==> config.mk <==
export PLATFORM = sky130hd
export DESIGN_NAME = fcmp_unit
export DESIGN_NICKNAME = d
export VERILOG_FILES = /design/src/rtl/fcmp_pkg.sv /design/src/rtl/fcmp_class.sv /design/src/rtl/fcmp_dpath.sv /design/src/rtl/fcmp_ctrl.sv /design/src/rtl/fcmp_unit.sv
export SDC_FILE = /design/constraint.sdc
export NUM_CORES = 1
export LEC_CHECK = 0
export BUFFER_PORTS_ARGS = -buffer_cell sky130_fd_sc_hd__buf_2
export CORE_MARGIN = 3
export CORE_UTILIZATION = 51
export CTS_CLUSTER_SIZE = 30
export DETAILED_ROUTE_END_ITERATION = 16
export PLACE_DENSITY = 0.89
export SETUP_SLACK_MARGIN = 0.5
export SLEW_MARGIN = 20
export SYNTH_ARGS = -nofsm -noshare
export SYNTH_HDL_FRONTEND = slang
export SYNTH_SLANG_ARGS = --single-unit
export TNS_END_PERCENT = 1
==> constraint.sdc <==
create_clock -name clk -period 1.9 [get_ports clk]
set_clock_uncertainty 0.2 [all_clocks]
set_input_delay 0.285 -clock clk [delete_from_list [all_inputs] [get_ports clk]]
set_output_delay 0.285 -clock clk [all_outputs]
set_load 0.1 [all_outputs]
==> src/rtl/fcmp_pkg.sv <==
package fcmp_pkg;
  localparam int CC_W  = 4;
  localparam int CC_LT = 3;
  localparam int CC_GT = 2;
  localparam int CC_EQ = 1;
  localparam int CC_UN = 0;

  typedef struct packed {
    logic load;
  } fcmpCtrl_t;

  typedef struct packed {
    logic isNan;
    logic isSnan;
    logic isZero;
    logic sign;
  } opClass_t;
endpackage

==> src/rtl/fcmp_class.sv <==
module fcmp_class
  import fcmp_pkg::*;
#(
  parameter int EXP_W = 8,
  parameter int MAN_W = 23,
  localparam int W = 1 + EXP_W + MAN_W
) (
  input  logic [W-1:0] opIn,
  output opClass_t     cls,
  output logic [W-2:0] magOut
);
  logic [EXP_W-1:0] expField;
  logic [MAN_W-1:0] manField;
  logic expAllOnes, expAllZero;

  assign expField   = opIn[W-2 -: EXP_W];
  assign manField   = opIn[MAN_W-1:0];
  assign expAllOnes = &expField;
  assign expAllZero = ~|expField;

  always_comb begin
    cls.sign   = opIn[W-1];
    cls.isNan  = expAllOnes & (|manField);
    cls.isSnan = expAllOnes & (|manField) & ~manField[MAN_W-1];
    cls.isZero = expAllZero;
    // denormals collapse onto zero magnitude
    magOut     = expAllZero ? '0 : opIn[W-2:0];
  end
endmodule

==> src/rtl/fcmp_dpath.sv <==
module fcmp_dpath
  import fcmp_pkg::*;
#(
  parameter int EXP_W = 8,
  parameter int MAN_W = 23,
  localparam int W = 1 + EXP_W + MAN_W
) (
  input  logic            clk,
  input  logic            rstN,
  input  fcmpCtrl_t       ctl,
  input  logic [W-1:0]    opA,
  input  logic [W-1:0]    opB,
  input  logic            invEn,
  output logic [CC_W-1:0] ccQ,
  output logic            invQ
);
  logic [1:0][W-1:0] ops;
  opClass_t [1:0]    cls;
  logic [1:0][W-2:0] mag;

  assign ops[0] = opA;
  assign ops[1] = opB;

  for (genvar k = 0; k < 2; k++) begin : gClass
    fcmp_class #(.EXP_W(EXP_W), .MAN_W(MAN_W)) uClass (
      .opIn  (ops[k]),
      .cls   (cls[k]),
      .magOut(mag[k])
    );
  end

  logic [CC_W-1:0] ccNext;
  logic            invNext;
  logic            anySnan, anyNan, bothZero, magEq, magGt;

  always_comb begin
    anySnan  = cls[0].isSnan | cls[1].isSnan;
    anyNan   = cls[0].isNan | cls[1].isNan;
    bothZero = cls[0].isZero & cls[1].isZero;
    magEq    = mag[0] == mag[1];
    magGt    = mag[0] > mag[1];
    ccNext   = '0;
    invNext  = 1'b0;
    if (anySnan) begin
      if (invEn) invNext = 1'b1;
      else       ccNext[CC_UN] = 1'b1;
    end else if (anyNan) begin
      ccNext[CC_UN] = 1'b1;
    end else if (bothZero) begin
      ccNext[CC_EQ] = 1'b1;
    end else if (cls[0].sign != cls[1].sign) begin
      if (cls[0].sign) ccNext[CC_LT] = 1'b1;
      else             ccNext[CC_GT] = 1'b1;
    end else if (magEq) begin
      ccNext[CC_EQ] = 1'b1;
    end else if (magGt ^ cls[0].sign) begin
      ccNext[CC_GT] = 1'b1;
    end else begin
      ccNext[CC_LT] = 1'b1;
    end
  end

  always_ff @(posedge clk or negedge rstN) begin
    if (!rstN) begin
      ccQ  <= '0;
      invQ <= 1'b0;
    end else if (ctl.load) begin
      ccQ  <= ccNext;
      invQ <= invNext;
    end
  end
endmodule

==> src/rtl/fcmp_ctrl.sv <==
module fcmp_ctrl
  import fcmp_pkg::*;
(
  input  logic      clk,
  input  logic      rstN,
  input  logic      start,
  output fcmpCtrl_t ctl,
  output logic      doneQ
);
  assign ctl.load = start;

  always_ff @(posedge clk or negedge rstN) begin
    if (!rstN) doneQ <= 1'b0;
    else       doneQ <= start;
  end
endmodule

==> src/rtl/fcmp_unit.sv <==
module fcmp_unit
  import fcmp_pkg::*;
#(
  parameter int EXP_W = 8,
  parameter int MAN_W = 23,
  localparam int W = 1 + EXP_W + MAN_W
) (
  input  logic            clk,
  input  logic            rstN,
  input  logic            start,
  input  logic            invEn,
  input  logic [W-1:0]    opA,
  input  logic [W-1:0]    opB,
  output logic [CC_W-1:0] ccOut,
  output logic            invCause,
  output logic            done
);
  fcmpCtrl_t ctl;

  fcmp_ctrl uCtrl (
    .clk  (clk),
    .rstN (rstN),
    .start(start),
    .ctl  (ctl),
    .doneQ(done)
  );

  fcmp_dpath #(.EXP_W(EXP_W), .MAN_W(MAN_W)) uDpath (
    .clk  (clk),
    .rstN (rstN),
    .ctl  (ctl),
    .opA  (opA),
    .opB  (opB),
    .invEn(invEn),
    .ccQ  (ccOut),
    .invQ (invCause)
  );
endmodule

==> results of run 1 <==
-- cell families after synthesis --
| kind of cell | after synthesis | share of synthesized area [%] |
|---|---|---|
| xor gates and xnor gates | 1 | 0.566 |
| AOI/OAI and AO/OA | 35 | 16.0 |
| muxes | 2 | 1.45 |
| buffers and inverters | 27 | 6.79 |
| and+or+nand+nor | 108 | 40.5 |
| DFF | 6 | 9.69 |
| adders and majority gates | 31 | 25.0 |
-- stage by stage --
stage | setup WS, ps | util (%) | cells | TNS, ps | area [µm²]
after CTS | -864 | 96.0 | 352 | -2420 | 2720
after detailed placement | -1300 | 81.0 | 337 | -4070 | 2290
after global placement | -1120 | 81.0 | 337 | -3490 | 2290
after floorplan | -782 | - | 210 | -2010 | 1680
-- timing repair --
action | 4_1_cts
pin swaps | 32
hold endpoints to repair | 6
buffers inserted | 8
hold buffers | 1
cloned | 3
setup endpoints to repair | 11
gates resized for setup | 53
-- cell usage after synthesis (4+ instances only) --
master    instances
and2_1           25
nand3_1           4
ha_1             31
nor2_1            6
o21ai_0           4
clkbuf_1         12
nand2_1          36
a21oi_1          12
nand4_1           9
inv_1            14
nor4_1           15
nand4_2           4
dfrtp_1           6
==> flow_summary.yaml, run 1 <==
clock_tree:
  htree_levels: 1
  clk_path_buf_depth: 2
  cts_buffers: 3
  clock-root-buffer: "clkbuf_4"
  cts_sinks: 6
status:
  lastStage: "5_1_grt"
  error: "[ERROR DPL-0038] Utilization greater than 100%, impossible to legalize"
  outcome: "stopped before the end"
die:
  die_x_um: 61.1
  initial_utilization_pct: 54.8
  rows: 19
  ioPinCount: 74
  dieHeight_um: 61.1
yosys:
  synth.yosys.seq_area_share_pct: 9.69
  ys_ff_latch: 6
  async_flop_share_pct: 100
  syn-cell-area_um2: 1550
  synth_edf_count: 0
  syn-num-nets: 309
  yosysWarnings: 0
  syn_avg_cell_area_um2: 7.38
  yosysTopAreaCell: "ha_1"
  ys_top_cells_by_area: "ha_1 (25%), and2_1 (10%), dfrtp_1 (9.7%)"
  syn_inst: 210
  synth_cell_types: 35
  synth_flop_cell: "dfrtp_1"
  synth_top_area_share_pct: 25.0
timing:
  crit_endpoint: "uDpath.ccQ[2]$_DFFE_PN0P_/D"
  worstEndpointType: "sequential cell input"
global_route:
  grt_max_degree: 19
place:
  place_congestion: 0.906
  port_buffers: 73
  place_hpwl_um: 4490
==> run 2, diff against run 1 <==
--- a/config.mk
+++ b/config.mk
@@ -7,11 +7,9 @@
 export LEC_CHECK = 0
 export BUFFER_PORTS_ARGS = -buffer_cell sky130_fd_sc_hd__buf_2
 export CORE_MARGIN = 3
-export CORE_UTILIZATION = 51
-export CTS_CLUSTER_SIZE = 30
+export CORE_UTILIZATION = 40
 export DETAILED_ROUTE_END_ITERATION = 16
-export PLACE_DENSITY = 0.89
-export SETUP_SLACK_MARGIN = 0.5
+export PLACE_DENSITY_LB_ADDON = 0.15
 export SLEW_MARGIN = 20
 export SYNTH_ARGS = -nofsm -noshare
 export SYNTH_HDL_FRONTEND = slang
==> flow_summary.yaml, run 2 <==
status:
  outcome: "finished with violations"
  violations: "setup timing"
timing:
  rsz0062_at_grt: "true"
  clock.fmax_ghz: 0.335
  holdWs_ps: 81.3
  finalHoldViolCount: 0
  tightestPinTransition_ps: 493
  slew_violations: 0
  fin_crit_ps: 2990
  maxSlewHeadroom_pct: 67.4
  finalCritPeriodShare_pct: 157
  setup_viol: 3
  finalWorstSetupSlack_ps: -1090
global_route:
  first_global_vias: 1892
  grt_max_degree: 20
  grt_pass1_wl_um: 7870
  grt_usage_pct: 21.5
  gr-total-overflow: 0
  antenna_found_initial: 0
drt:
  vias: 2048
  drt-total-wl_um: 5710
  vias_per_cell: 5.40
  wire_per_inst_um: 15.1
  drcViolationCount: 0
  drtIter0Drc: 103
  route.met3.wl_um: 290
  maxUsedRoutingLayer: "met4"
  drt_pass1_iterations: 4
  wl_met2_um: 2810
  ant_nets: 0
  met1_length_um: 2560
die:
  ioPinCount: 74
  die_x_um: 68.2
  core-area_um2: 3520
  initial_utilization_pct: 44.0
  dieHeight_um: 68.2
  die-area_um2: 4660
  rows: 21
layout:
  layout_commonest_cell: "buf_2"
  top_regs: "uDpath.ccQ: 4 flops, uCtrl.doneQ: 1 flops, uDpath.invQ: 1 flops"
  fin_nets: 434
  n_fill_cell: 256
  final_cell_mix: "buf_2 (72), buf_4 (55), nand2_1 (35)"
  fin_area_um2: 2860
  syn_to_final_growth_pct: 84.6
  drive_above_1_share_pct: 57.7
  n_antenna_cell: 0
  largest_reg_flops: 4
  regMostFlops: "uDpath.ccQ"
clock_tree:
  clock-root-buffer: "clkbuf_8"
  htree_levels: 1
  clk_latency_ps: 220
  cts_tree: "yes"
  cts_buffers: 3
  cts_sinks: 6
  clkTransAtPathRegs_ps: 40
  clk_path_buf_depth: 2
place:
  place_congestion: 0.874
  port_buffers: 73
  place_hpwl_um: 4170
  placed_area_um2: 2410
power_and_ir_drop:
  p_per_area_nw_per_um2: 329
  power.leakage_nw: 1.38
  finalPower_uw: 939
  irDropWorstVdd_mv: 0.178
yosys:
  syn_inst: 210
  synth_cell_types: 35
  synth_compound_area_share_pct: 16.0
  synth_flop_cell: "dfrtp_1"
  synth_top_family_by_area: "simple AND/OR/NAND/NOR gates"
  synth_top_area_share_pct: 25.0
  ys_top_cells_by_area: "ha_1 (25%), and2_1 (10%), dfrtp_1 (9.7%)"
  synth_xor_area_share_pct: 0.565
  syn-num-nets: 309
  synthTopCellsByCount: "nand2_1 (36), ha_1 (31), and2_1 (25)"
  synthSimpleGateAreaFrac_pct: 40.5
  yosysTopAreaCell: "ha_1"
  synth_fa_ha_area_share_pct: 25.0
  syn-cell-area_um2: 1550
  yosysMostFrequentCell: "nand2_1"
  yosysWarnings: 0
  async_flop_share_pct: 100
  synth.yosys.seq_area_share_pct: 9.69
  ys_ff_latch: 6
  synth_edf_count: 0
  synth_mux_area_share_pct: 1.45
  syn_avg_cell_area_um2: 7.38
setup_path:
  path_class: "in2reg"
  crit_path_end_kind: "flip-flop"
  cp.required_ps: 1780
  arrival_ps: 2870
  worst-path-max-fanout: 7
  startpoint_type: "primary input"
flow_run:
  drv_cap: 0
min_path:
  hold_class: "in2reg"
run 2: cell type report:
cell class                      count  area [µm²]  share of cell area, %
Clock buffer                        3        41.3                   1.44
Inverter                           14        52.6                   1.84
Multi-Input combinational cell    177        1710                   59.8
Timing Repair Buffer              133         848                   29.7
Sequential cell                     6         150                   5.25
Tap cell                           46        57.6                   2.01
run 2: cells by family after synthesis:
group | Yosys count
XOR/XNOR | 1
flip-flops | 6
AND/OR/NAND/NOR | 108
AO/OA/AOI/OAI | 35
multiplexers | 2
adder cells (fa/ha/maj) | 31
buffers and inverters | 27
run 2: final timing paths:
kind                               start            end  slack [ps]  cells after the start
setup / recovery                 opA[27]  uDpath.ccQ[3]       -1090                     12
hold / removal                     start    uCtrl.doneQ          80                      1
setup reg to reg           uDpath.ccQ[1]  uDpath.ccQ[1]         960                      1
hold reg to reg              uDpath.invQ    uDpath.invQ         300                      1
max in group asynchronous           rstN  uDpath.ccQ[3]        1150                      2
min in group asynchronous           rstN    uCtrl.doneQ         210                      2
run 2: layer usage:
| metal | track usage, % | up-vias |
|---|---|---|
| li1 | - | 1021 |
| met3 | 1.31 | 6 |
| met4 | 4.47 | 0 |
| met2 | 37.9 | 78 |
| met1 | 28.5 | 943 |
| met5 | 0 | - |
run 2: worst max-delay path, cell delays in order:
cell and delay, ps:
buf_6 100, nor4_4 320, nand2_2 150, buf_6 160, and2_1 160, ha_1 360, nand4_4 150, nor4_4 400
and2_4 240, o22ai_4 80, o311ai_2 310, o221ai_2 140
run 2: repair_timing:
item,in CTS,in global routing
pin swaps,6,23
setup buffers,3,5
gates cloned,0,1
hold buffers,1,0
resized for setup,7,38
endpoints found under the setup margin,4,4
hold endpoints to repair,6,0
run 2: power by group:
| group | switching (mW) | leakage, nW | internal (mW) |
|---|---|---|---|
| clock network | 0.0531 | 0.0216 | 0.136 |
| logic | 0.319 | 1.28 | 0.292 |
| registers | 0.00334 | 0.0773 | 0.136 |
| total | 0.375 | 1.38 | 0.564 |
run 2: through the flow:
step / std cells / setup TNS, ps / util, % / worst slack (ps)
after floorplan: 210 / -2010 / - / -782
after global placement: 366 / -3370 / 68.6 / -1040
after detailed placement: 366 / -3670 / 68.6 / -1170
after CTS: 373 / -2330 / 71.9 / -888
after global routing: 379 / -3340 / 81.2 / -1180
final: 379 / -3050 / 81.2 / -1090
No activity file was read; power rests on OpenSTA's default activity.
==> run 3, diff against run 2 <==
--- a/config.mk
+++ b/config.mk
@@ -8,7 +8,9 @@
 export BUFFER_PORTS_ARGS = -buffer_cell sky130_fd_sc_hd__buf_2
 export CORE_MARGIN = 3
 export CORE_UTILIZATION = 40
+export CTS_CLUSTER_DIAMETER = 80
 export DETAILED_ROUTE_END_ITERATION = 16
+export GPL_TIMING_DRIVEN = 0
 export PLACE_DENSITY_LB_ADDON = 0.15
 export SLEW_MARGIN = 20
 export SYNTH_ARGS = -nofsm -noshare
==> constraint.sdc (replaced) <==
create_clock -name clk -period 3.2 [get_ports clk]
set_clock_uncertainty 0.2 [all_clocks]
set_input_delay 0.48 -clock clk [delete_from_list [all_inputs] [get_ports clk]]
set_output_delay 0.48 -clock clk [all_outputs]
set_load 0.1 [all_outputs]
==> flow_summary.yaml, run 3 (synthesis gave the netlist of run 2 again) <==
drt:
  drtIter0Drc: 110
  vias: 1856
  drt-total-wl_um: 4910
  ant_nets: 0
  wire_per_inst_um: 14.4
  drcViolationCount: 0
  vias_per_cell: 5.46
  drt_pass1_iterations: 4
die:
  die_x_um: 68.2
  ioPinCount: 74
  die-area_um2: 4660
  dieHeight_um: 68.2
  core-area_um2: 3520
  rows: 21
  initial_utilization_pct: 44.0
timing:
  holdWs_ps: 183
  clock.fmax_ghz: 0.319
  tightestPinTransition_ps: 490
  fin_crit_ps: 3140
  finalCritPeriodShare_pct: 98.1
  setup_viol: 0
  tns_ps: 0
  finalHoldViolCount: 0
  finalWorstSetupSlack_ps: 62.0
  maxSlewHeadroom_pct: 67.6
  slew_violations: 0
layout:
  top_regs: "uDpath.ccQ: 4 flops, uCtrl.doneQ: 1 flops, uDpath.invQ: 1 flops"
  fin_nets: 395
  fin_area_um2: 2310
  final_cell_mix: "buf_2 (73), nand2_1 (35), ha_1 (22)"
  multi_input_area_um2: 1500
  n_fill_cell: 319
  syn_to_final_growth_pct: 49.0
  seq_area_um2: 150
  largest_reg_flops: 4
  n_antenna_cell: 0
  regMostFlops: "uDpath.ccQ"
  layout_commonest_cell: "buf_2"
  drive_above_1_share_pct: 41.8
  fin_util_pct: 65.6
  stdcell_count: 340
clock_tree:
  clk_latency_ps: 220
  cts_tree: "yes"
  clock-root-buffer: "clkbuf_8"
  htree_levels: 1
  clkTransAtPathRegs_ps: 30
  clk_path_buf_depth: 2
  cts_buffers: 3
  cts_sinks: 6
power_and_ir_drop:
  p_per_area_nw_per_um2: 204
  finalPower_uw: 471
  irDropWorstVdd_mv: 0.255
  power.leakage_nw: 1.12
setup_path:
  cpPeakStageDelay_ps: 360
  startpoint_type: "primary input"
  arrival_ps: 3010
  crit_family: "compound AO/OA/AOI/OAI gates"
  cp.required_ps: 3070
  path_cells: "buf_2 > nor4_1 > nand2_1 > clkbuf_2 > nand2_1 > ha_4 > a21oi_1 > o21ai_1 > a221oi_4 > o22ai_4 > o311ai_2 > o221ai_1"
  crit_path_end_kind: "flip-flop"
  path_class: "in2reg"
  cpMostUsedCell: "nand2_1"
  worst-path-max-fanout: 10
  path_buf_inv: 2
  cpMaxStageDelayCell: "a221oi_4"
flow_run:
  drv_cap: 0
place:
  port_buffers: 73
  numPlacedInstances: 329
  placed_area_um2: 1970
  place_hpwl_um: 3790
  place_congestion: 0.816
  place_ws_ps: -413
status:
  outcome: "completed"
global_route:
  grt_max_degree: 11
  grt_pass1_wl_um: 6760
  gr-total-overflow: 0
  first_global_vias: 1597
  antenna_found_initial: 0
  grt_usage_pct: 18.4
min_path:
  hold_class: "in2reg"
run 3: changes by cell type in the layout (fill, tap and decap cells not counted), sizes merged:
cell,delta
buf,-50
clkbuf,+11
run 3: repair_timing:
item / in CTS / in global routing
endpoints found under the hold margin: 6 / 0
pin swaps: 2 / 17
setup buffers: 1 / 4
hold buffers: 1 / 0
cloned: 0 / 2
resized for setup: 3 / 43
setup endpoints to repair: 2 / 2
run 3: report_power, final:
part	leakage, nW	internal [mW]	switching (mW)	total (mW)
clock network	0.0216	0.0805	0.0294	0.110
logic	1.03	0.119	0.159	0.278
registers	0.0773	0.0808	0.00187	0.0826
total	1.12	0.280	0.190	0.471
run 3: final timing paths:
| kind | slack (ps) | from | cells after the start | endpoint |
|---|---|---|---|---|
| max | 60 | opB[28] | 12 | uDpath.ccQ[3] |
| min | 180 | start | 1 | uCtrl.doneQ |
| max reg2reg | 2270 | uDpath.ccQ[1] | 1 | uDpath.ccQ[1] |
| min reg2reg | 300 | uDpath.invQ | 1 | uDpath.invQ |
| max in group asynchronous | 2240 | rstN | 2 | uDpath.ccQ[3] |
| min in group asynchronous | 410 | rstN | 2 | uDpath.invQ |
run 3: final cells by class:
class | count | share of cell area, %
buffer | 13 | 3.04
clock buffer | 3 | 1.79
inverter | 14 | 2.28
multi-input combinational | 177 | 65.0
sequential | 6 | 6.50
tap | 46 | 2.49
timing repair buffer | 81 | 18.9
run 3: layer usage:
layer	GRT usage, %	part of all wire, %	up-vias
met1	27.0	44	840
li1	-	-	944
met2	29.2	48	72
met4	3.47	0	0
met5	0	0	-
met3	1.81	7.5	0
==> run 4, diff against run 3 <==
--- a/config.mk
+++ b/config.mk
@@ -11,7 +11,8 @@
 export CTS_CLUSTER_DIAMETER = 80
 export DETAILED_ROUTE_END_ITERATION = 16
 export GPL_TIMING_DRIVEN = 0
-export PLACE_DENSITY_LB_ADDON = 0.15
+export PLACE_DENSITY = 0.7
+export SETUP_SLACK_MARGIN = 0.1
 export SLEW_MARGIN = 20
 export SYNTH_ARGS = -nofsm -noshare
 export SYNTH_HDL_FRONTEND = slang
==> flow_summary.yaml, run 4 (synthesis gave the netlist of run 2 again) <==
layout:
  top_regs: "uDpath.ccQ: 4 flops, uCtrl.doneQ: 1 flops, uDpath.invQ: 1 flops"
  fin_nets: 397
  largest_reg_flops: 4
  n_antenna_cell: 0
  layout_commonest_cell: "buf_2"
  final_cell_mix: "buf_2 (69), nand2_1 (34), ha_4 (18)"
  drive_above_1_share_pct: 49.7
  syn_to_final_growth_pct: 65.8
  regMostFlops: "uDpath.ccQ"
  fin_area_um2: 2570
place:
  place_hpwl_um: 3910
  placed_area_um2: 1970
  place_ws_ps: -366
  port_buffers: 73
  place_congestion: 0.858
setup_path:
  rrSetupSlack_ps: 2250
  arrival_ps: 2950
  r2r-start: "uDpath.ccQ[1]"
  crit_cells: 13
  startpoint_type: "primary input"
  cpMaxStageDelayCell: "a221oi_4"
  path_cells: "buf_2 > nor4_4 > nand2_2 > buf_6 > nand2_1 > ha_4 > buf_4 > a21oi_1 > o21ai_1 > a221oi_4 > a21oi_2 > o311ai_1 > o221ai_1"
  reg2reg_depth: 1
  crit_path_end_kind: "flip-flop"
  path_buf_inv: 3
  worst-path-max-fanout: 10
  startpoint: "opB[28]"
  crit_family: "compound AO/OA/AOI/OAI gates"
  cp.required_ps: 3080
  path_class: "in2reg"
  cpPeakStageDelay_ps: 340
drt:
  ant_nets: 0
  drcViolationCount: 0
  drtIter0Drc: 114
  vias: 1930
  drt-total-wl_um: 5550
  wire_per_inst_um: 16.2
  vias_per_cell: 5.64
  drt_pass1_iterations: 4
clock_tree:
  clkTransAtPathRegs_ps: 30
  cts_buffers: 3
  clk_path_buf_depth: 2
  cts_tree: "yes"
  clk_latency_ps: 230
  htree_levels: 1
  cts_sinks: 6
  clock-root-buffer: "clkbuf_8"
global_route:
  antenna_found_initial: 0
  grt_pass1_wl_um: 7450
  first_global_vias: 1770
  grt_max_degree: 11
  gr-total-overflow: 0
  grt_usage_pct: 20.8
timing:
  finalWorstSetupSlack_ps: 134
  tns_ps: 0
  tightestPinTransition_ps: 485
  clock.fmax_ghz: 0.326
  finalCritPeriodShare_pct: 95.8
  finalHoldViolCount: 0
  setup_viol: 0
  slew_violations: 0
  fin_crit_ps: 3070
  maxSlewHeadroom_pct: 67.9
power_and_ir_drop:
  finalPower_uw: 528
  power.leakage_nw: 1.19
  p_per_area_nw_per_um2: 206
  irDropWorstVdd_mv: 0.235
die:
  rows: 21
  dieHeight_um: 68.2
  ioPinCount: 74
  core-area_um2: 3520
  die-area_um2: 4660
  die_x_um: 68.2
  initial_utilization_pct: 44.0
min_path:
  hp-start: "start"
  min_delay_path_depth: 1
  hold_class: "in2reg"
status:
  outcome: "completed"
flow_run:
  drv_cap: 0
run 4: changes by cell type in the layout (fill, tap and decap cells not counted), moves of 2 or more:
cell      previous run  this run
ha_1                22        13
ha_4                 9        18
and2_1              21        13
and2_4               4        12
buf_6                4        10
buf_2               73        69
buf_4                5         7
clkbuf_2             2         0
nand4_2              3         1
nand4_4              1         3
nor4_1              13        11
nor4_4               4         6
run 4: area by class of cell:
class,instances,area [µm²]
fillers,272,953
plain buffers,13,82.6
well taps,46,57.6
flip-flops and latches,6,150
multi-input cells,177,1710
clock buffers,3,41.3
repair buffers,83,475
inverters,14,52.6
run 4: final timing paths:
check | endpoint
max | uDpath.ccQ[3]
min | uCtrl.doneQ
max reg2reg | uDpath.ccQ[1]
min reg2reg | uDpath.invQ
max in group asynchronous | uDpath.ccQ[3]
min in group asynchronous | uDpath.ccQ[0]
run 4: what timing repair did:
| item | in CTS | in global routing |
|---|---|---|
| hold buffers | 1 | 0 |
| setup buffers | 1 | 6 |
| pin swaps | 4 | 36 |
| hold endpoints to repair | 6 | 0 |
| gates resized for setup | 8 | 77 |
| endpoints found under the setup margin | 2 | 2 |
| cloned | 0 | 2 |
run 4: metrics by stage:
stage                     utilization (%)  instances  hold slack [ps]
after floorplan                         -        210            -15.6
after global placement               56.0        329              106
after CTS                            58.3        334              171
after detailed placement             56.0        329              108
final                                72.9        342              174
after global routing                 72.9        342              172
run 4: metal layers:
layer | global-route usage [%] | part of all wire, % | wire, µm | vias to the layer above
met5 | 0 | 0 | 0 | -
met4 | 5.21 | 2.1 | 117 | 0
met3 | 2.79 | 6.8 | 376 | 12
met2 | 34.4 | 48 | 2670 | 81
met1 | 28.2 | 43 | 2380 | 886
li1 | - | - | - | 951
run 4: where the power goes:
part	total [mW]	switching (mW)	internal, mW	leakage (nW)
clock network	0.117	0.0360	0.0811	0.0216
registers	0.0827	0.00198	0.0808	0.0773
logic	0.328	0.180	0.148	1.09
total	0.528	0.218	0.309	1.19
